File: src/rtl/rse_pkg.sv
package rse_pkg;

  typedef enum logic [1:0] {
    SZ_BYTE = 2'd0,
    SZ_HALF = 2'd1,
    SZ_WORD = 2'd2,
    SZ_WIDE = 2'd3
  } item_size_e;

  typedef enum logic [1:0] {
    FLD_SIZE  = 2'd0,
    FLD_ADDR  = 2'd1,
    FLD_COUNT = 2'd2,
    FLD_LEVEL = 2'd3
  } reg_field_e;

  function automatic logic [2:0] size_step(logic [1:0] sz);
    case (sz)
      SZ_BYTE: return 3'd1;
      SZ_HALF: return 3'd2;
      default: return 3'd4;
    endcase
  endfunction

  function automatic logic [31:0] size_mask(logic [1:0] sz, logic [31:0] d);
    case (sz)
      SZ_BYTE: return {24'd0, d[7:0]};
      SZ_HALF: return {16'd0, d[15:0]};
      default: return d;
    endcase
  endfunction

endpackage

File: src/rtl/rse_channel.sv
module rse_channel
  import rse_pkg::*;
#(
  parameter int ADDR_W = 29,
  parameter int CNT_W  = 12
) (
  input  logic              clk_i,
  input  logic              rst_ni,
  input  logic              wr_size_i,
  input  logic              wr_addr_i,
  input  logic              wr_cnt_i,
  input  logic [1:0]        size_d_i,
  input  logic [ADDR_W-1:0] addr_d_i,
  input  logic [CNT_W-1:0]  cnt_d_i,
  input  logic              take_i,
  output logic [1:0]        size_o,
  output logic [ADDR_W-1:0] addr_o,
  output logic [CNT_W-1:0]  cnt_o,
  output logic              active_o
);

  logic [1:0]        size_q;
  logic [ADDR_W-1:0] addr_q;
  logic [CNT_W-1:0]  cnt_q;

  always_ff @(posedge clk_i or negedge rst_ni) begin
    if (!rst_ni) begin
      size_q <= SZ_BYTE;
    end else if (wr_size_i) begin
      size_q <= size_d_i;
    end
  end

  // Software write wins over the advance of an item taken in the same cycle.
  always_ff @(posedge clk_i or negedge rst_ni) begin
    if (!rst_ni) begin
      addr_q <= '0;
    end else if (wr_addr_i) begin
      addr_q <= addr_d_i;
    end else if (take_i) begin
      addr_q <= addr_q + ADDR_W'(size_step(size_q));
    end
  end

  always_ff @(posedge clk_i or negedge rst_ni) begin
    if (!rst_ni) begin
      cnt_q <= '0;
    end else if (wr_cnt_i) begin
      cnt_q <= cnt_d_i;
    end else if (take_i) begin
      cnt_q <= cnt_q - CNT_W'(1);
    end
  end

  assign size_o   = size_q;
  assign addr_o   = addr_q;
  assign cnt_o    = cnt_q;
  assign active_o = (cnt_q != '0);

  a_r2_take_live: assert property (@(posedge clk_i) disable iff (!rst_ni)
    take_i |-> cnt_q != '0);

  a_r7_count_down: assert property (@(posedge clk_i) disable iff (!rst_ni)
    take_i && !wr_cnt_i |=> cnt_q == $past(cnt_q) - CNT_W'(1));

  a_r6_count_idle: assert property (@(posedge clk_i) disable iff (!rst_ni)
    !take_i && !wr_cnt_i |=> $stable(cnt_q));

endmodule

File: src/rtl/rse_arbiter.sv
module rse_arbiter #(
  parameter int CH_N = 2,
  localparam int SEL_W = (CH_N > 1) ? $clog2(CH_N) : 1
) (
  input  logic             clk_i,
  input  logic             rst_ni,
  input  logic [CH_N-1:0]  active_i,
  input  logic             space_i,
  input  logic             ack_i,
  output logic             req_o,
  output logic [SEL_W-1:0] sel_o,
  output logic [CH_N-1:0]  take_o
);

  logic             hold_q;
  logic [SEL_W-1:0] owner_q;
  logic [SEL_W-1:0] fresh;

  // Lowest index with pending items wins.
  always_comb begin
    fresh = '0;
    for (int i = CH_N - 1; i >= 0; i--) begin
      if (active_i[i]) fresh = SEL_W'(i);
    end
  end

  // An unanswered request keeps its channel unless that channel was cancelled.
  assign sel_o = (hold_q && active_i[owner_q]) ? owner_q : fresh;
  assign req_o = (|active_i) && space_i;

  for (genvar g = 0; g < CH_N; g++) begin : g_take
    assign take_o[g] = req_o && ack_i && (sel_o == SEL_W'(g));
  end

  always_ff @(posedge clk_i or negedge rst_ni) begin
    if (!rst_ni) begin
      hold_q  <= 1'b0;
      owner_q <= '0;
    end else begin
      hold_q  <= req_o && !ack_i;
      owner_q <= sel_o;
    end
  end

  a_r2_take_onehot: assert property (@(posedge clk_i) disable iff (!rst_ni)
    $onehot0(take_o));

  a_r9_take_needs_active: assert property (@(posedge clk_i) disable iff (!rst_ni)
    (take_o & ~active_i) == '0);

endmodule

File: src/rtl/rse_fifo.sv
module rse_fifo #(
  parameter int DEPTH = 8,
  parameter int WIDTH = 32,
  localparam int PTR_W = (DEPTH > 1) ? $clog2(DEPTH) : 1,
  localparam int LVL_W = $clog2(DEPTH + 1)
) (
  input  logic             clk_i,
  input  logic             rst_ni,
  input  logic             push_i,
  input  logic [WIDTH-1:0] data_i,
  input  logic             pop_i,
  output logic [WIDTH-1:0] data_o,
  output logic [LVL_W-1:0] level_o,
  output logic             full_o
);

  logic [WIDTH-1:0] mem_q [DEPTH];
  logic [PTR_W-1:0] wptr_q, rptr_q;
  logic [LVL_W-1:0] level_q;
  logic             push_ok, pop_ok;

  function automatic logic [PTR_W-1:0] ptr_next(logic [PTR_W-1:0] p);
    return (p == PTR_W'(DEPTH - 1)) ? '0 : p + PTR_W'(1);
  endfunction

  assign full_o  = (level_q == LVL_W'(DEPTH));
  assign push_ok = push_i && !full_o;
  assign pop_ok  = pop_i && (level_q != '0);

  always_ff @(posedge clk_i) begin
    if (push_ok) mem_q[wptr_q] <= data_i;
  end

  always_ff @(posedge clk_i or negedge rst_ni) begin
    if (!rst_ni) begin
      wptr_q  <= '0;
      rptr_q  <= '0;
      level_q <= '0;
    end else begin
      if (push_ok) wptr_q <= ptr_next(wptr_q);
      if (pop_ok)  rptr_q <= ptr_next(rptr_q);
      case ({push_ok, pop_ok})
        2'b10:   level_q <= level_q + LVL_W'(1);
        2'b01:   level_q <= level_q - LVL_W'(1);
        default: level_q <= level_q;
      endcase
    end
  end

  assign data_o  = mem_q[rptr_q];
  assign level_o = level_q;

  a_r5_no_overflow: assert property (@(posedge clk_i) disable iff (!rst_ni)
    push_i |-> !full_o);

  a_r10_empty_pop: assert property (@(posedge clk_i) disable iff (!rst_ni)
    pop_i && level_q == '0 && !push_i |=> level_q == '0);

endmodule

File: src/rtl/rd_stream_engine.sv
module rd_stream_engine
  import rse_pkg::*;
#(
  parameter int ADDR_W     = 29,
  parameter int CNT_W      = 12,
  parameter int FIFO_DEPTH = 8,
  localparam int LVL_W     = $clog2(FIFO_DEPTH + 1)
) (
  input  logic              clk_i,
  input  logic              rst_ni,
  input  logic              reg_we_i,
  input  logic [2:0]        reg_addr_i,
  input  logic [31:0]       reg_wdata_i,
  output logic [31:0]       reg_rdata_o,
  output logic              ext_req_o,
  output logic [ADDR_W-1:0] ext_addr_o,
  output logic [1:0]        ext_size_o,
  input  logic              ext_ack_i,
  input  logic [31:0]       ext_rdata_i,
  input  logic              pop_i,
  output logic [31:0]       pop_data_o,
  output logic [LVL_W-1:0]  fifo_level_o
);

  localparam int CH_N  = 2;
  localparam int SEL_W = 1;

  logic [1:0]        ch_size   [CH_N];
  logic [ADDR_W-1:0] ch_addr   [CH_N];
  logic [CNT_W-1:0]  ch_cnt    [CH_N];
  logic [CH_N-1:0]   ch_active;
  logic [CH_N-1:0]   ch_take;
  logic [SEL_W-1:0]  sel;
  logic              fifo_full;
  logic [LVL_W-1:0]  level;
  logic [1:0]        field;
  logic              unused_wdata;

  assign field        = reg_addr_i[1:0];
  assign unused_wdata = ^reg_wdata_i[31:ADDR_W];

  for (genvar g = 0; g < CH_N; g++) begin : g_ch
    logic hit;
    assign hit = reg_we_i && (reg_addr_i[2] == 1'(g));

    rse_channel #(
      .ADDR_W(ADDR_W),
      .CNT_W (CNT_W)
    ) u_ch (
      .clk_i    (clk_i),
      .rst_ni   (rst_ni),
      .wr_size_i(hit && field == FLD_SIZE),
      .wr_addr_i(hit && field == FLD_ADDR),
      .wr_cnt_i (hit && field == FLD_COUNT),
      .size_d_i (reg_wdata_i[1:0]),
      .addr_d_i (reg_wdata_i[ADDR_W-1:0]),
      .cnt_d_i  (reg_wdata_i[CNT_W-1:0]),
      .take_i   (ch_take[g]),
      .size_o   (ch_size[g]),
      .addr_o   (ch_addr[g]),
      .cnt_o    (ch_cnt[g]),
      .active_o (ch_active[g])
    );
  end

  rse_arbiter #(
    .CH_N(CH_N)
  ) u_arb (
    .clk_i   (clk_i),
    .rst_ni  (rst_ni),
    .active_i(ch_active),
    .space_i (!fifo_full),
    .ack_i   (ext_ack_i),
    .req_o   (ext_req_o),
    .sel_o   (sel),
    .take_o  (ch_take)
  );

  assign ext_addr_o = ch_addr[sel];
  assign ext_size_o = ch_size[sel];

  rse_fifo #(
    .DEPTH(FIFO_DEPTH),
    .WIDTH(32)
  ) u_fifo (
    .clk_i  (clk_i),
    .rst_ni (rst_ni),
    .push_i (ext_req_o && ext_ack_i),
    .data_i (size_mask(ext_size_o, ext_rdata_i)),
    .pop_i  (pop_i),
    .data_o (pop_data_o),
    .level_o(level),
    .full_o (fifo_full)
  );

  assign fifo_level_o = level;

  always_comb begin
    case (field)
      FLD_SIZE:  reg_rdata_o = 32'(ch_size[reg_addr_i[2]]);
      FLD_ADDR:  reg_rdata_o = 32'(ch_addr[reg_addr_i[2]]);
      FLD_COUNT: reg_rdata_o = 32'(ch_cnt[reg_addr_i[2]]);
      default:   reg_rdata_o = 32'(level);
    endcase
  end

  a_r9_req_held: assert property (@(posedge clk_i) disable iff (!rst_ni)
    ext_req_o && !ext_ack_i && !reg_we_i
      |=> ext_req_o && $stable(ext_addr_o) && $stable(ext_size_o));

  a_r5_room: assert property (@(posedge clk_i) disable iff (!rst_ni)
    ext_req_o |-> fifo_level_o < LVL_W'(FIFO_DEPTH));

  a_r6_cancel_quiet: assert property (@(posedge clk_i) disable iff (!rst_ni)
    reg_we_i && reg_addr_i == 3'd2 && reg_wdata_i[CNT_W-1:0] == '0 && ch_cnt[1] == '0
      |=> !ext_req_o);

endmodule

File: config.mk
export PLATFORM = sky130hd
export DESIGN_NAME = rd_stream_engine
export DESIGN_NICKNAME = d
export VERILOG_FILES = /design/src/rtl/rse_pkg.sv /design/src/rtl/rse_channel.sv /design/src/rtl/rse_arbiter.sv /design/src/rtl/rse_fifo.sv /design/src/rtl/rd_stream_engine.sv
export SDC_FILE = /design/constraint.sdc
export NUM_CORES = 1
export LEC_CHECK = 0
export BUFFER_PORTS_ARGS = -buffer_cell sky130_fd_sc_hd__buf_2
export CAP_MARGIN = 10
export CORE_UTILIZATION = 45
export CTS_BUF_LIST = sky130_fd_sc_hd__clkbuf_4
export DETAILED_ROUTE_END_ITERATION = 7
export SLEW_MARGIN = 20
export SYNTH_ARGS = -nofsm -noshare
export SYNTH_HDL_FRONTEND = slang
export SYNTH_SLANG_ARGS = --single-unit
File: constraint.sdc
create_clock -name clk_i -period 12.8 [get_ports clk_i]
set_clock_uncertainty 0.05 [all_clocks]
set_input_delay 3.2 -clock clk_i [delete_from_list [all_inputs] [get_ports clk_i]]
set_output_delay 3.2 -clock clk_i [all_outputs]
set_load 0.03 [all_outputs]
==> metrics.txt <==
GR Overflow Total=0; Max IR drop VDD=0.0762 mV; Critical Path AT=4840 ps; RSZ-0062 raised after global routing=no; EDFF count, synth=256; kind of critical path=primary input to output pin; Post-Route WL=42100 um; type of the tightest min-delay check=flip-flop to flip-flop; Slowest cell on crit path=nor2b_1; CTS Hold Bufs=0; pre-CTS setup slack=4710 ps; Worst path most repeated cell=buf_2; nets=1526; row count=70; Area Overhead vs Synth=14.7%; Syn Area/Cell=13.7 um2; Final WS setup=4710 ps; share of cells above drive strength 1=0.329; Power Total=a little over 4 mW; post-CTS sizing=0; synth warn=0; Initial DRC Count=738; Final Wtd Congestion=0.869; commonest cells in the netlist=256 x edfxtp_1, 98 x dfrtp_1, 92 x nand2_1; CP max stage delay=360 ps; initial core utilization=0.460; crit-path leading delay family=compound AO/OA/AOI/OAI gates; Leak=7.13 nW; Post-Synthesis Cell Area=16900 um2; vias in the first global route=approximately 11k; largest net degree at the start of global routing=between 50 and 60; critical path startpoint category=primary input; CP Data Required Time=9550 ps; WL/cell=~21 um; die width=196 um; post-layout min period=roughly 8000 ps; CTS buffer count=93; FMAX=0.124 GHz; Post-DRT Antenna Nets=0; Worst-Margin Slew=1020 ps; CP Cell Sequence=buf_2, nor2b_1, a221oi_1, a21o_1, o21a_1, o221ai_1, buf_2; cell with the most instances after synthesis=edfxtp_1; register area share after synthesis=0.600; Max Slew Vio Count=0; Final Cell Area=19400 um2; drt via density=5.76; worst skew pair latency=between 700 and 800 ps; io pins=172; Post-route DRC=0; die area=38300 um2; Top FF cell, synth=edfxtp_1; Yosys reg bits=354; DP Area=18200 um2; CTS root buffer=clkbuf_4; Clock Path Buffers=3; Die H=196 um; Max-slew headroom=0.321; htree depth=3; Post-synth ARST share=0.277; final hold vios=0; largest cells by area after synthesis=edfxtp_1 45%, dfrtp_1 15%, mux4_2 8.5%, mux2_2 4.3%, mux2i_1 2.7%; clock sink count=354; total setup buffers inserted after CTS=0; Buf/Inv on CP=2; CTS tree=done; DRT Pass-1 Iters=5; post-detail-place hpwl=26600 um; vias=11.4k; final period utilization=0.632; status=completed; Placeable Area=around 37000 um2; area leader, netlist=edfxtp_1; first-pass GRT wire length=65400 um; share of the synthesized area in the top cell type=0.455; antenna violations before repair=1; max_cap viols=0; # setup viols final=0; Worst Path Max Fanout=20; Yosys cell types=65; Worst-path clk slew=60 ps; setup TNS=0 ps; Post-Syn Instances=1232; crit path capture type=output pin; # port buffers=165; PwrDens=209 nW/um2; Total GRT Usage=0.224
-- worst min-delay path: cells and delay by family (launching register included) --
family | cells | cell delay, ps
DFF | 1 | 410
AOI/OAI and AO/OA | 2 | 170
-- final cells by class --
cell class	instances	area, um2
fill	3197	17400
multi-input combinational	778	6430
antenna	1	2.50
tap	468	586
clock inverter	24	136
timing repair buffer	188	1000
clock buffer	135	1010
sequential	354	10100
inverter	21	78.8
-- sequential cells by signal, summed over array words and instances, names as in the netlist --
| register | cells |
|---|---|
| u_fifo.mem_q | 256 |
| g_ch.u_ch.addr_o | 58 |
| g_ch.u_ch.cnt_o | 24 |
| g_ch.u_ch.size_o | 4 |
| u_fifo.level_o | 4 |
| u_fifo.rptr_q | 3 |
| u_fifo.wptr_q | 3 |
| u_arb.hold_q | 1 |
| u_arb.owner_q | 1 |
-- per-stage QoR --
stage,util,instances,hold WS [ps]
2_1_floorplan,-,1234,485
3_3_place_gp,0.496,1809,542
3_5_place_dp,0.496,1809,547
4_1_cts,0.527,1968,557
5_1_grt,0.527,1969,589
6_report,0.527,1969,558
-- routing by layer --
layer	up-vias	wire [um]	global-route usage
met5	-	0	0
met4	0	889	0.0747
met3	71	2360	0.0387
met2	381	20700	0.374
met1	5655	18100	0.298
li1	5244	-	-
-- final timing paths --
check                                               end  slack [ps]  cells after the start                    start
min in group asynchronous       g_ch[0].u_ch.addr_o[28]        2470                      1                   rst_ni
worst max register to register       u_fifo.mem_q[3][3]        9010                      6        u_fifo.level_o[0]
worst max-delay path                     reg_rdata_o[0]        4710                      7            reg_addr_i[1]
max in group asynchronous              u_fifo.rptr_q[0]        9050                      2                   rst_ni
worst min-delay path            g_ch[0].u_ch.addr_o[13]         560                      2  g_ch[0].u_ch.addr_o[13]
worst min register to register  g_ch[0].u_ch.addr_o[13]         560                      2  g_ch[0].u_ch.addr_o[13]
-- kinds of logic after synthesis --
| kind of cell | after synthesis | synth area share |
|---|---|---|
| AND/OR/NAND/NOR | 376 | 0.121 |
| flip-flops | 354 | 0.600 |
| multiplexers | 175 | 0.156 |
| AO/OA/AOI/OAI | 170 | 0.0654 |
| buffers and inverters | 102 | 0.0249 |
| XOR/XNOR | 36 | 0.0186 |
| adder cells (fa/ha/maj) | 18 | 0.0147 |
| other | 1 | 0.000222 |
-- power by group --
part	switching [mW]	internal, mW	total, mW
registers	0.252	1.48	1.73
logic	0.789	0.571	1.36
clock network	0.460	0.502	0.963
-- layout by cell type, fill, tap and decap left out, types with 22 or more instances in the layout --
master / n
xnor2_1: 25
nand4_1: 25
nand2_1: 92
nor2_1: 79
mux2_2: 65
clkbuf_4: 135
o31ai_1: 26
nor2b_1: 22
or4_1: 28
edfxtp_1: 256
buf_4: 24
mux4_2: 64
a31oi_1: 42
o21ai_0: 56
dfrtp_1: 95
mux2i_1: 44
buf_2: 164
Note: power is estimated with default switching activity, not from simulation.
